--- config.mk ---
export PLATFORM = sky130hd
export DESIGN_NAME = trace_step_ctl
export DESIGN_NICKNAME = d
export VERILOG_FILES = /design/src/rtl/trc_pkg.sv /design/src/rtl/trc_psr_reg.sv /design/src/rtl/trc_save_sel.sv /design/src/rtl/trc_req_gen.sv /design/src/rtl/trace_step_ctl.sv
export SDC_FILE = /design/constraint.sdc
export NUM_CORES = 1
export LEC_CHECK = 0
export BUFFER_PORTS_ARGS = -buffer_cell sky130_fd_sc_hd__buf_2
export CAP_MARGIN = 40
export CORE_ASPECT_RATIO = 0.9
export CORE_MARGIN = 2
export CORE_UTILIZATION = 44
export DETAILED_ROUTE_END_ITERATION = 16
export GPL_ROUTABILITY_DRIVEN = 0
export PLACE_DENSITY = 0.85
export SLEW_MARGIN = 15
export SYNTH_ARGS = -nofsm -noshare
export SYNTH_HDL_FRONTEND = slang
export SYNTH_SLANG_ARGS = --single-unit
--- constraint.sdc ---
create_clock -name clk -period 1.5 [get_ports clk]
set_clock_uncertainty 0.2 [all_clocks]
set_input_delay 0.225 -clock clk [delete_from_list [all_inputs] [get_ports clk]]
set_output_delay 0.225 -clock clk [all_outputs]
set_load 0.02 [all_outputs]
--- src/rtl/trc_pkg.sv ---
// Shared constants and types for the trace trap controller.
// Assumes a 12-bit status word; bit positions are fixed here and used by all modules.
package trc_pkg;
    localparam int PSR_W  = 12;
    localparam int KIND_W = 2;
    localparam int T_POS  = 1;
    localparam int U_POS  = 8;
    localparam int S_POS  = 9;
    localparam int P_POS  = 10;
    localparam int I_POS  = 11;

    typedef logic [PSR_W-1:0] psr_t;

    typedef enum logic [KIND_W-1:0] {
        EXC_INTR  = 2'd0,
        EXC_TRAP  = 2'd1,
        EXC_UNDEF = 2'd2,
        EXC_TRAP2 = 2'd3
    } exc_kind_t;

    // One-hot mask for a single status bit.
    function automatic psr_t bit_of(input int pos);
        psr_t m;
        m = '0;
        m[pos] = 1'b1;
        return m;
    endfunction

    // Bits cleared in the live word after the save, per entry kind.
    function automatic psr_t live_clear(input exc_kind_t k);
        psr_t m;
        m = bit_of(T_POS) | bit_of(U_POS) | bit_of(S_POS) | bit_of(P_POS);
        if (k == EXC_INTR)
            m = m | bit_of(I_POS);
        return m;
    endfunction
endpackage

--- src/rtl/trc_psr_reg.sv ---
// Live status word register.
// Does: applies trace entry, exception entry, return, loads and the T-to-P copy.
// Assumes: at most one of these events matters per cycle; earlier ones in the
// priority chain win, so an insn_begin beside an entry is ignored.
module trc_psr_reg
    import trc_pkg::*;
(
    input  logic      clk,
    input  logic      rst_n,
    input  logic      trc_take,
    input  logic      exc_entry,
    input  exc_kind_t kind,
    input  logic      exc_return,
    input  psr_t      ret_psr,
    input  logic      psr_wr,
    input  psr_t      psr_wdata,
    input  logic      insn_begin,
    output psr_t      psr
);
    localparam psr_t TRC_CLR = live_clear(EXC_TRAP);

    // Update the live word by event priority.
    always_ff @(posedge clk) begin
        if (!rst_n)
            psr <= '0;
        else if (trc_take)
            psr <= psr & ~TRC_CLR;
        else if (exc_entry)
            psr <= psr & ~live_clear(kind);
        else if (exc_return)
            psr <= ret_psr;
        else if (psr_wr)
            psr <= psr_wdata;
        else if (insn_begin)
            psr[P_POS] <= psr[T_POS];
    end
endmodule

--- src/rtl/trc_save_sel.sv ---
// Saved status-word copy.
// Does: captures the word to be stacked on trace entry or exception entry,
// clearing P beforehand where the entry kind requires it.
// Assumes: the copy is consumed by the stack logic before the next entry.
module trc_save_sel
    import trc_pkg::*;
(
    input  logic      clk,
    input  logic      rst_n,
    input  logic      trc_take,
    input  logic      exc_entry,
    input  exc_kind_t kind,
    input  logic      wait_state,
    input  logic      trc_lat,
    input  psr_t      psr,
    output psr_t      saved
);
    localparam psr_t P_MASK = bit_of(P_POS);

    logic keep_p;

    // An interrupt drops P from the copy unless a trace is owed.
    always_comb begin
        keep_p = (kind != EXC_INTR) || trc_lat || wait_state;
    end

    // Capture the copy on any entry.
    always_ff @(posedge clk) begin
        if (!rst_n)
            saved <= '0;
        else if (trc_take)
            saved <= psr & ~P_MASK;
        else if (exc_entry)
            saved <= keep_p ? psr : (psr & ~P_MASK);
    end
endmodule

--- src/rtl/trc_req_gen.sv ---
// Trace request latch and priority mask.
// Does: latches a request at an instruction end with P set, or at a return
// restoring P; drops it on acknowledge or another entry; masks it while any
// other exception is pending.
// Assumes: trc_ack is only meaningful while the request is visible.
module trc_req_gen
    import trc_pkg::*;
(
    input  logic clk,
    input  logic rst_n,
    input  logic insn_end,
    input  logic psr_wr,
    input  logic exc_entry,
    input  logic exc_return,
    input  psr_t ret_psr,
    input  psr_t psr,
    input  logic exc_pend,
    input  logic trc_ack,
    output logic trc_lat,
    output logic trc_take,
    output logic trc_req
);
    // Lowest priority: visible only with nothing else pending.
    always_comb begin
        trc_req  = trc_lat && !exc_pend;
        trc_take = trc_ack && trc_req;
    end

    // Hold the owed trace until it is taken or superseded.
    always_ff @(posedge clk) begin
        if (!rst_n)
            trc_lat <= 1'b0;
        else if (trc_take || exc_entry)
            trc_lat <= 1'b0;
        else if (exc_return)
            trc_lat <= ret_psr[P_POS];
        else if (insn_end && !psr_wr && psr[P_POS])
            trc_lat <= 1'b1;
    end
endmodule

--- src/rtl/trace_step_ctl.sv ---
// Single-step trace trap controller, top level.
// Does: wires the live word, the saved copy and the request latch together.
// Assumes: all sequencer inputs are one-cycle strobes synchronous to clk.
module trace_step_ctl
    import trc_pkg::*;
(
    input  logic              clk,
    input  logic              rst_n,
    input  logic              insn_begin,
    input  logic              insn_end,
    input  logic              psr_wr,
    input  logic [PSR_W-1:0]  psr_wdata,
    input  logic              exc_entry,
    input  logic [KIND_W-1:0] exc_kind,
    input  logic              exc_return,
    input  logic [PSR_W-1:0]  ret_psr,
    input  logic              wait_state,
    input  logic              exc_pend,
    input  logic              trc_ack,
    output logic              t_bit,
    output logic              p_bit,
    output logic [PSR_W-1:0]  psr_live,
    output logic [PSR_W-1:0]  psr_saved,
    output logic              trc_req
);
    exc_kind_t kind;
    psr_t      psr_q;
    psr_t      saved_q;
    logic      trc_lat;
    logic      trc_take;

    // Decode the raw kind field.
    always_comb begin
        kind = exc_kind_t'(exc_kind);
    end

    trc_psr_reg u_psr (
        .clk        (clk),
        .rst_n      (rst_n),
        .trc_take   (trc_take),
        .exc_entry  (exc_entry),
        .kind       (kind),
        .exc_return (exc_return),
        .ret_psr    (ret_psr),
        .psr_wr     (psr_wr),
        .psr_wdata  (psr_wdata),
        .insn_begin (insn_begin),
        .psr        (psr_q)
    );

    trc_save_sel u_save (
        .clk        (clk),
        .rst_n      (rst_n),
        .trc_take   (trc_take),
        .exc_entry  (exc_entry),
        .kind       (kind),
        .wait_state (wait_state),
        .trc_lat    (trc_lat),
        .psr        (psr_q),
        .saved      (saved_q)
    );

    trc_req_gen u_req (
        .clk        (clk),
        .rst_n      (rst_n),
        .insn_end   (insn_end),
        .psr_wr     (psr_wr),
        .exc_entry  (exc_entry),
        .exc_return (exc_return),
        .ret_psr    (ret_psr),
        .psr        (psr_q),
        .exc_pend   (exc_pend),
        .trc_ack    (trc_ack),
        .trc_lat    (trc_lat),
        .trc_take   (trc_take),
        .trc_req    (trc_req)
    );

    // Drive the outputs from the registered state.
    always_comb begin
        psr_live  = psr_q;
        psr_saved = saved_q;
        t_bit     = psr_q[T_POS];
        p_bit     = psr_q[P_POS];
    end
endmodule

* After elaboration in Yosys (flattened, before gate mapping) *
Index checks and enable logic that the tools add are counted.

operators by class
  mux-type cells = 15
  bitwise gates (word level) = 4
  reduce and logical (&&, ||, !) cells = 18

operators by type and width
  kind               number
  $mux 12            8
  $and 12x12->12     1
  $not 12->12        1
  $mux 11            1
  $mux 10            1
  $reduce_bool 2->1  3
  $mux 1             5
  $logic_and 1x1->1  4
  $reduce_bool 4->1  1
  $reduce_or 2->1    2
  $logic_or 1x1->1   3
  $reduce_bool 3->1  1
  $logic_not 1->1    2
  $logic_not 2->1    1
  $not 1->1          2
  $reduce_and 2->1   1

word-level totals
  bits in registers = 25
  input port bits = 36
  logic and storage cells = 43

* Longest topological paths before layout *
Gate-level depths: netlist (run 1).

  depth after elaboration = 8
  gate-level depth with buffers = 6
  gate-level depth less buffers = 3

* Hierarchy *
Synthesis (run 1) repeated with hierarchy kept, for this count alone.

second synthesis, totals
  cells, all modules = 130
  area, all modules = 1252.5 µm²

by module, submodules not included
  module          times used  cells an instance  area each (µm²)  sequential area each (µm²)
  trc_psr_reg     1           66                 629.4            240.2
  trc_save_sel    1           54                 534.3            240.2
  trc_req_gen     1           8                  73.8             20.0
  trace_step_ctl  1           2                  15.0             0.0

* Worst setup path before layout (run 1) *
No wires, ideal clock.

  kind = reg-to-reg
  from = reg u_req.trc_lat
  to = reg u_save.saved[10]
  arrival = 1.021 ns
  data required time = 1.173 ns
  path slack = 0.152 ns
  stages on the path, launching flop included = 4
  path buffers = 0
  clock period less this slack = 1.348 ns
  path through = dfxtp_1 -> or4_1 -> a31oi_1 -> nor3_1

on the way
  longest elaborated chain between the ends = 3

ends and longest elaborated chain
  element                                                       line                                   source
  start, declared                                               trc_req_gen.sv:19                      output logic trc_lat,
  start signal, assigned                                        trc_req_gen.sv:36                      trc_lat <= ret_psr[P_POS];
  $logic_or 1x1->1 / $logic_and 1x1->1 (equally long branches)  trc_save_sel.sv:24, trc_req_gen.sv:25
  $logic_or 1x1->1 / $logic_and 1x1->1 (equally long branches)  trc_save_sel.sv:24, trc_req_gen.sv:26
  $mux 11 / $reduce_or 2->1 (equally long branches)             n/a
  end signal, assigned                                          trc_save_sel.sv:32                     saved <= psr & ~P_MASK;
  end signal, assigned                                          trc_save_sel.sv:34                     saved <= keep_p ? psr : (psr & ~P_MASK);
  end, declared                                                 trc_save_sel.sv:16                     output psr_t saved

Parallel ways exist; a longest one is shown, timed or not.
A chain may end at the register's enable or synchronous reset.

* Final worst setup path (run 1) *
  from = reg u_req.trc_lat
  to = reg u_req.trc_lat

on the way
  longest elaborated chain between the ends = 4

ends and longest elaborated chain
  element                    line               source
  $logic_and 1x1->1          trc_req_gen.sv:25  trc_req = trc_lat && !exc_pend;
  $logic_and 1x1->1          trc_req_gen.sv:26  trc_take = trc_ack && trc_req;
  $logic_or 1x1->1           trc_req_gen.sv:33  else if (trc_take || exc_entry)
  $reduce_or 2->1 (no line)  n/a

No other way between the ends.

==> results of run 1 <==
critical path, cell delays in order, from the launching register on:
cell      delay, ps
dfxtp_2         360
nand3b_1        200
nand3_1         280
a211oi_1        310
through the flow:
| stage | hold slack [ps] | setup slack, ps | cells |
|---|---|---|---|
| after floorplan | 171.8 | 152.3 | 129 |
| after global placement | 250.7 | 91.15 | 213 |
| after detailed placement | 254.3 | 92.76 | 213 |
| after CTS | 80.02 | 34.61 | 224 |
| after global routing | 85.30 | 14.24 | 224 |
| final | 86.18 | 57.77 | 224 |
registers in the layout (all words and copies together), names as in the netlist:
signal and flops:
u_req.trc_lat 1, u_psr.psr 12, u_save.saved 12
kinds of logic (layout without fill, tap and decap cells):
| group | count (synthesis) | count (layout) |
|---|---|---|
| DFF | 25 | 25 |
| buffers and inverters | 17 | 84 |
| muxes | 13 | 13 |
| and+or+nand+nor | 27 | 27 |
| AOI/OAI and AO/OA | 47 | 47 |
where the power goes:
part	internal, mW	switching (mW)	total, mW
Combinational	0.139	0.173	0.311
Sequential	0.699	0.0250	0.724
Clock	0.104	0.185	0.289
area by class of cell:
cell class	count	area, µm²	share of cell area (%)
Inverter	4	15.01	0.9346
Timing Repair Buffer	76	432.9	26.95
Tap cell	28	35.03	2.181
Clock buffer	4	26.28	1.636
Sequential cell	25	501.7	31.23
Multi-Input combinational cell	87	595.6	37.07
routing by layer:
layer  part of all wire, %  wire length (µm)  track usage, %
met5                     0                 0               0
met4                   3.3               117           12.50
met3                   6.4               228           6.357
met2                    53              1908           43.52
met1                    37              1332           25.07
cell usage in the layout (no fill, tap or decap), types with 2 or more instances in the layout:
master          n
clkbuf_4        3
dfxtp_1        24
nor2_1          4
nand3b_1        2
inv_1           3
dlygate4sd3_1   7
a211oi_2        7
o21ai_0        12
mux2_2          3
nor2b_1         2
buf_2          62
buf_4           7
mux2i_1        10
a21oi_1        21
nand3_1        13
final timing paths:
| path | from | endpoint | depth (start not counted) |
|---|---|---|---|
| worst max-delay path | u_req.trc_lat | u_req.trc_lat | 3 |
| worst min register to register | u_save.saved[5] | u_save.saved[5] | 2 |
| worst max register to register | u_req.trc_lat | u_req.trc_lat | 3 |
| worst min-delay path | psr_wdata[1] | u_psr.psr[1] | 4 |
what timing repair did:
item,in CTS,in global routing
gates resized for setup,0,2
endpoints found under the setup margin,0,10
hold endpoints to repair,6,0
hold buffers,7,0
setup buffers,0,0
==> metrics.csv, run 1 <==
stage;metric;value;unit
clocking;cts_buffers;3;
finish;finalCoreUtilization;64.01;%
setup_path;r2r_slack;60;ps
global_route;antenna_found_initial;0;
setup_path;critPathRequiredTime;1520;ps
detailed_routing;routed_via_density;5.817;
clocking;cts_max_path_buffers;2;
clocking;cts.clk_slew.worst_paths;130;ps
die;die_w;59.02;µm
setup_path;crit_type;flop to flop;
power;p_leak;0.7618;nW
synth;yosys_warnings;0;
global_route;grt_max_degree;20;
synth;syn_avg_cell_area;9.292;µm²
finish;final_cell_area;1607;µm²
synth;synth_simple_gate_area_share;12.53;%
global_route;overflow;0;
power;peakVddDrop;0.0006969;V
placed_design;port_buffers;62;
sta;max_slew_margin;79.97;%
clocking;clk_latency;310;ps
detailed_routing;dr.pass1.iters;4;
finish;drive_above_1_share;43.37;%
sta;hold_violations;0;
die;fp.dieH;53.52;µm
synth;ys_seq_elements;25;
sta;fin_crit;1442;ps
synth;syn_area;1199;µm²
detailed_routing;vias;1303;
synth;syn_nets;165;
power;power.density;824.2;nW/µm²
global_route;track_usage;23.83;%
clocking;cts_tree;built;
finish;nFillCells;192;
synth;synth.most_common_cell;dfxtp_1;
finish;layout-area-overhead-vs-synth;34.03;%
power;finalPower;1.324;mW
clocking;h-tree-depth;1;
synth;syn_inst;129;
synth;synth_top_family_by_area;compound AO/OA/AOI/OAI gates;
sta;finalCritPeriodShare;96.15;%
setup_path;endpoint_kind;flop;
placed_design;dpl-instance-area;1508;µm²
flow_run;maxCapViolations;0;
detailed_routing;drc;0;
synth;synth_compound_area_share;25.89;%
sta;grt_setup_unrepaired;no;
sta;finalMaxSlewViolations;0;
die;rows;17;
synth;synth-edff-count;0;
setup_path;startpoint_type;flop;
die;die_area;3158;µm²
synth;synth_ff_type;dfxtp_1;
die;initial_core_util;47.76;%
synth;muxShareOfSynthArea;11.17;%
die;io_pins;63;
global_route;grt_pass1_wl;5616;µm
sta;finalSetupViolations;0;
synth;synth_commonest_cells;25 x dfxtp_1, 21 x a21oi_1, 13 x nand3_1, 12 x o21ai_0, 10 x mux2i_1;
finish;nNetsFinal;233;
synth;ys_types;28;
sta;fin_tns_setup;0;ps
setup_path;worstPathArrival;1470;ps
die;core;2510;µm²
synth;yosysSeqAreaShare;41.75;%
synth;synthAdderAreaFrac;0;%
synth;synth_xor_area_share;0;%
finish;n_antenna_cell;0;
detailed_routing;routedWlPerCell;16.01;µm
synth;synth.top_cell.area_share;41.75;%
setup_path;worstPathMaxFanout;6;
sta;worst_slew_pin_slew;299.6;ps
clocking;cts_sinks;25;
detailed_routing;wirelength;3586;µm
synth;async_flop_share;0;%
placed_design;dp_hpwl;2537;µm
synth;synth.area.top_cells;dfxtp_1 42%, a21oi_1 8.8%, mux2i_1 8.4%;
clocking;root_buffer;clkbuf_4;
detailed_routing;drt_iter0_markers;60;
global_route;grt_pass1_vias;1316;
hold_path;min_path_type;primary input to flop;
detailed_routing;antenna_left;0;
synth;synth_top_area_cell;dfxtp_1;
status;status;completed;
sta;fmax;693.4;MHz
(Power assumes the default switching activity.)
==> run 2: changes to the inputs <==
Settings changed: CORE_UTILIZATION 44 to 40, PLACE_DENSITY 0.85 to 0.82.
Clock period 1.5 ns to 1.15 ns, I/O delays scaled along.
==> run 2 against run 1 <==
Net effect:
- the run now ends with negative hold slack, negative setup slack left
- critical path depth did not move
- register-to-register slack worse by 390 ps
- sequential share of layout area is 7.8 points lower
- sequential power grew 33%
- wire length up 66%
- total power is 55% higher
- combinational power up 110%
- via count increased by 21%
- clock power is 48% higher
- final area is 45% higher
- highest routed layer unchanged
==> metrics.csv, run 2 (same netlist as run 1, synthesis figures left out) <==
stage;metric;value;unit
status;status;finished with violations;
status;violations;negative hold slack, negative setup slack;
setup_path;crit_buf_inv;2;
finish;top_regs;u_psr.psr x12, u_save.saved x12, u_req.trc_lat x1;
setup_path;worstPathMaxFanout;3;
global_route;grt_pass1_vias;1388;
sta;hold_violations;2;
sta;fmax;672.9;MHz
setup_path;regToRegStartpoint;u_req.trc_lat;
sta;final.setup.worst_slack;-336.0;ps
global_route;overflow;0;
detailed_routing;routedWlPerCell;22.24;µm
global_route;grt_max_degree;19;
setup_path;r2r_slack;-330;ps
detailed_routing;antenna_left;0;
setup_path;crit_chain;buf_6 > nor2b_4 > buf_6;
setup_path;worstPathArrival;1110;ps
flow_run;maxCapViolations;0;
power;power.share.sequential;46.9;%
setup_path;cp-endpoint;trc_req;
sta;fin_tns_setup;-6910;ps
placed_design;placed_cells;233;
sta;grt_setup_unrepaired;yes;
setup_path;rr_worst_depth;5;
setup_path;critPathRequiredTime;780;ps
clocking;cts_buffers;3;
finish;drive_above_1_share;76.32;%
placed_design;dpl-instance-area;1608;µm²
finish;finalCoreUtilization;83.33;%
power;p_comb_share;32.3;%
setup_path;slowest_delay;390;ps
power;p_clk_share;20.8;%
finish;n_antenna_cell;0;
setup_path;crit_type;flop to primary output;
finish;final_cell_mix;35 x buf_2, 34 x buf_6, 28 x buf_4;
finish;instances_no_fill;268;
setup_path;cp_slowest_cell;dfxtp_4;
power;p_leak;1.007;nW
detailed_routing;wirelength;5960;µm
die;fp.dieH;55.93;µm
sta;max_slew_margin;77.74;%
global_route;track_usage;26.85;%
global_route;grt_pass1_wl;6851;µm
sta;finalMaxSlewViolations;0;
clocking;h-tree-depth;1;
finish;final_common_cell;buf_2;
placed_design;port_buffers;62;
clocking;clk_latency;350;ps
setup_path;endpoint_kind;primary output;
sta;worst_slew_pin_slew;324.6;ps
setup_path;startpoint_type;flop;
detailed_routing;vias;1581;
clocking;cts_tree;built;
die;die_area;3451;µm²
setup_path;worst_r2r_endpoint;u_save.saved[7];
sta;fin_crit;1486;ps
power;p_int;1.378;mW
power;switching_share;32.92;%
die;die_w;61.70;µm
finish;nNetsFinal;265;
die;core;2793;µm²
setup_path;crit_path_start;u_req.trc_lat;
finish;final_cell_area;2327;µm²
finish;layout-area-overhead-vs-synth;94.15;%
sta;holdWs;-16.06;ps
setup_path;worst_path_most_repeated_cell;buf_6;
power;peakVddDrop;0.0006242;V
setup_path;cp_num_cells;3;
global_route;antenna_found_initial;0;
sta;finalCritPeriodShare;129.2;%
power;power.density;882.9;nW/µm²
die;rows;18;
detailed_routing;dr.pass1.iters;4;
power;p_switching;0.6763;mW
hold_path;min_path_type;primary input to flop;
sta;finalSetupViolations;52;
detailed_routing;drc;0;
setup_path;critPathTopFamily;flip-flops;
clocking;cts_sinks;25;
clocking;cts.clk_slew.worst_paths;160;ps
die;initial_core_util;42.92;%
placed_design;dp_hpwl;2490;µm
die;io_pins;63;
clocking;root_buffer;clkbuf_4;
detailed_routing;drt_iter0_markers;108;
detailed_routing;routed_via_density;5.899;
clocking;cts_max_path_buffers;2;
-- run 2: worst min-delay path by stage --
| stage | startpoint | endpoint | slack (ps) | cells after the start |
|---|---|---|---|---|
| global route | exc_return | u_req.trc_lat | 6 | 3 |
| CTS | psr_wdata[0] | u_psr.psr[0] | 2 | 3 |
| detailed placement | ret_psr[9] | u_psr.psr[9] | 220 | 3 |
| floorplan | ret_psr[1] | u_psr.psr[1] | 120 | 2 |
| global placement | ret_psr[8] | u_psr.psr[8] | 220 | 3 |
| finish | psr_wdata[7] | u_psr.psr[7] | -20 | 3 |
-- run 2: through the flow --
step                      power [mW]  setup slack, ps
after global placement         1.364           -149.3
after CTS                      1.907           -256.1
after global routing           2.126           -347.4
after floorplan                1.211           -139.9
after detailed placement       1.373           -185.3
final                          2.055           -336.0
-- run 2: worst reg2reg max path: stages (launching register included) --
cell and delay (ps):
dfxtp_4 380, buf_4 140, and3b_2 290, buf_6 150, o21ai_2 140, a21oi_1 90
-- run 2: layer usage --
| metal | GRT usage (%) | wire, µm | vias to the layer above |
|---|---|---|---|
| met5 | 0 | 0 | - |
| met4 | 11.85 | 335 | 0 |
| li1 | - | - | 676 |
| met3 | 4.419 | 485 | 36 |
| met1 | 35.34 | 2266 | 752 |
| met2 | 42.11 | 2873 | 117 |
-- run 2: power groups by stage --
stage	combinational, mW	sequential, mW	clock [mW]
after floorplan	0.199	1.01	0
after global placement	0.401	0.963	0
after detailed placement	0.407	0.965	0
after CTS	0.550	0.957	0.401
after global routing	0.694	0.966	0.466
final	0.664	0.963	0.428
-- run 2: layout make-up --
type / count / area [µm²]
sequential: 25 / 544.3
timing repair buffer: 107 / 898.4
clock buffer: 3 / 22.52
tap: 40 / 50.05
multi-input combinational: 88 / 792.0
inverter: 4 / 15.01
clock inverter: 1 / 5.005
fill: 146 / 465.4
-- run 2: timing repair --
item	4_1_cts	5_1_grt
setup endpoints to repair	52	52
hold buffers	7	1
cloned	0	1
endpoints found under the hold margin	7	7
setup buffers	14	9
resized for setup	91	41
pin swaps	6	17
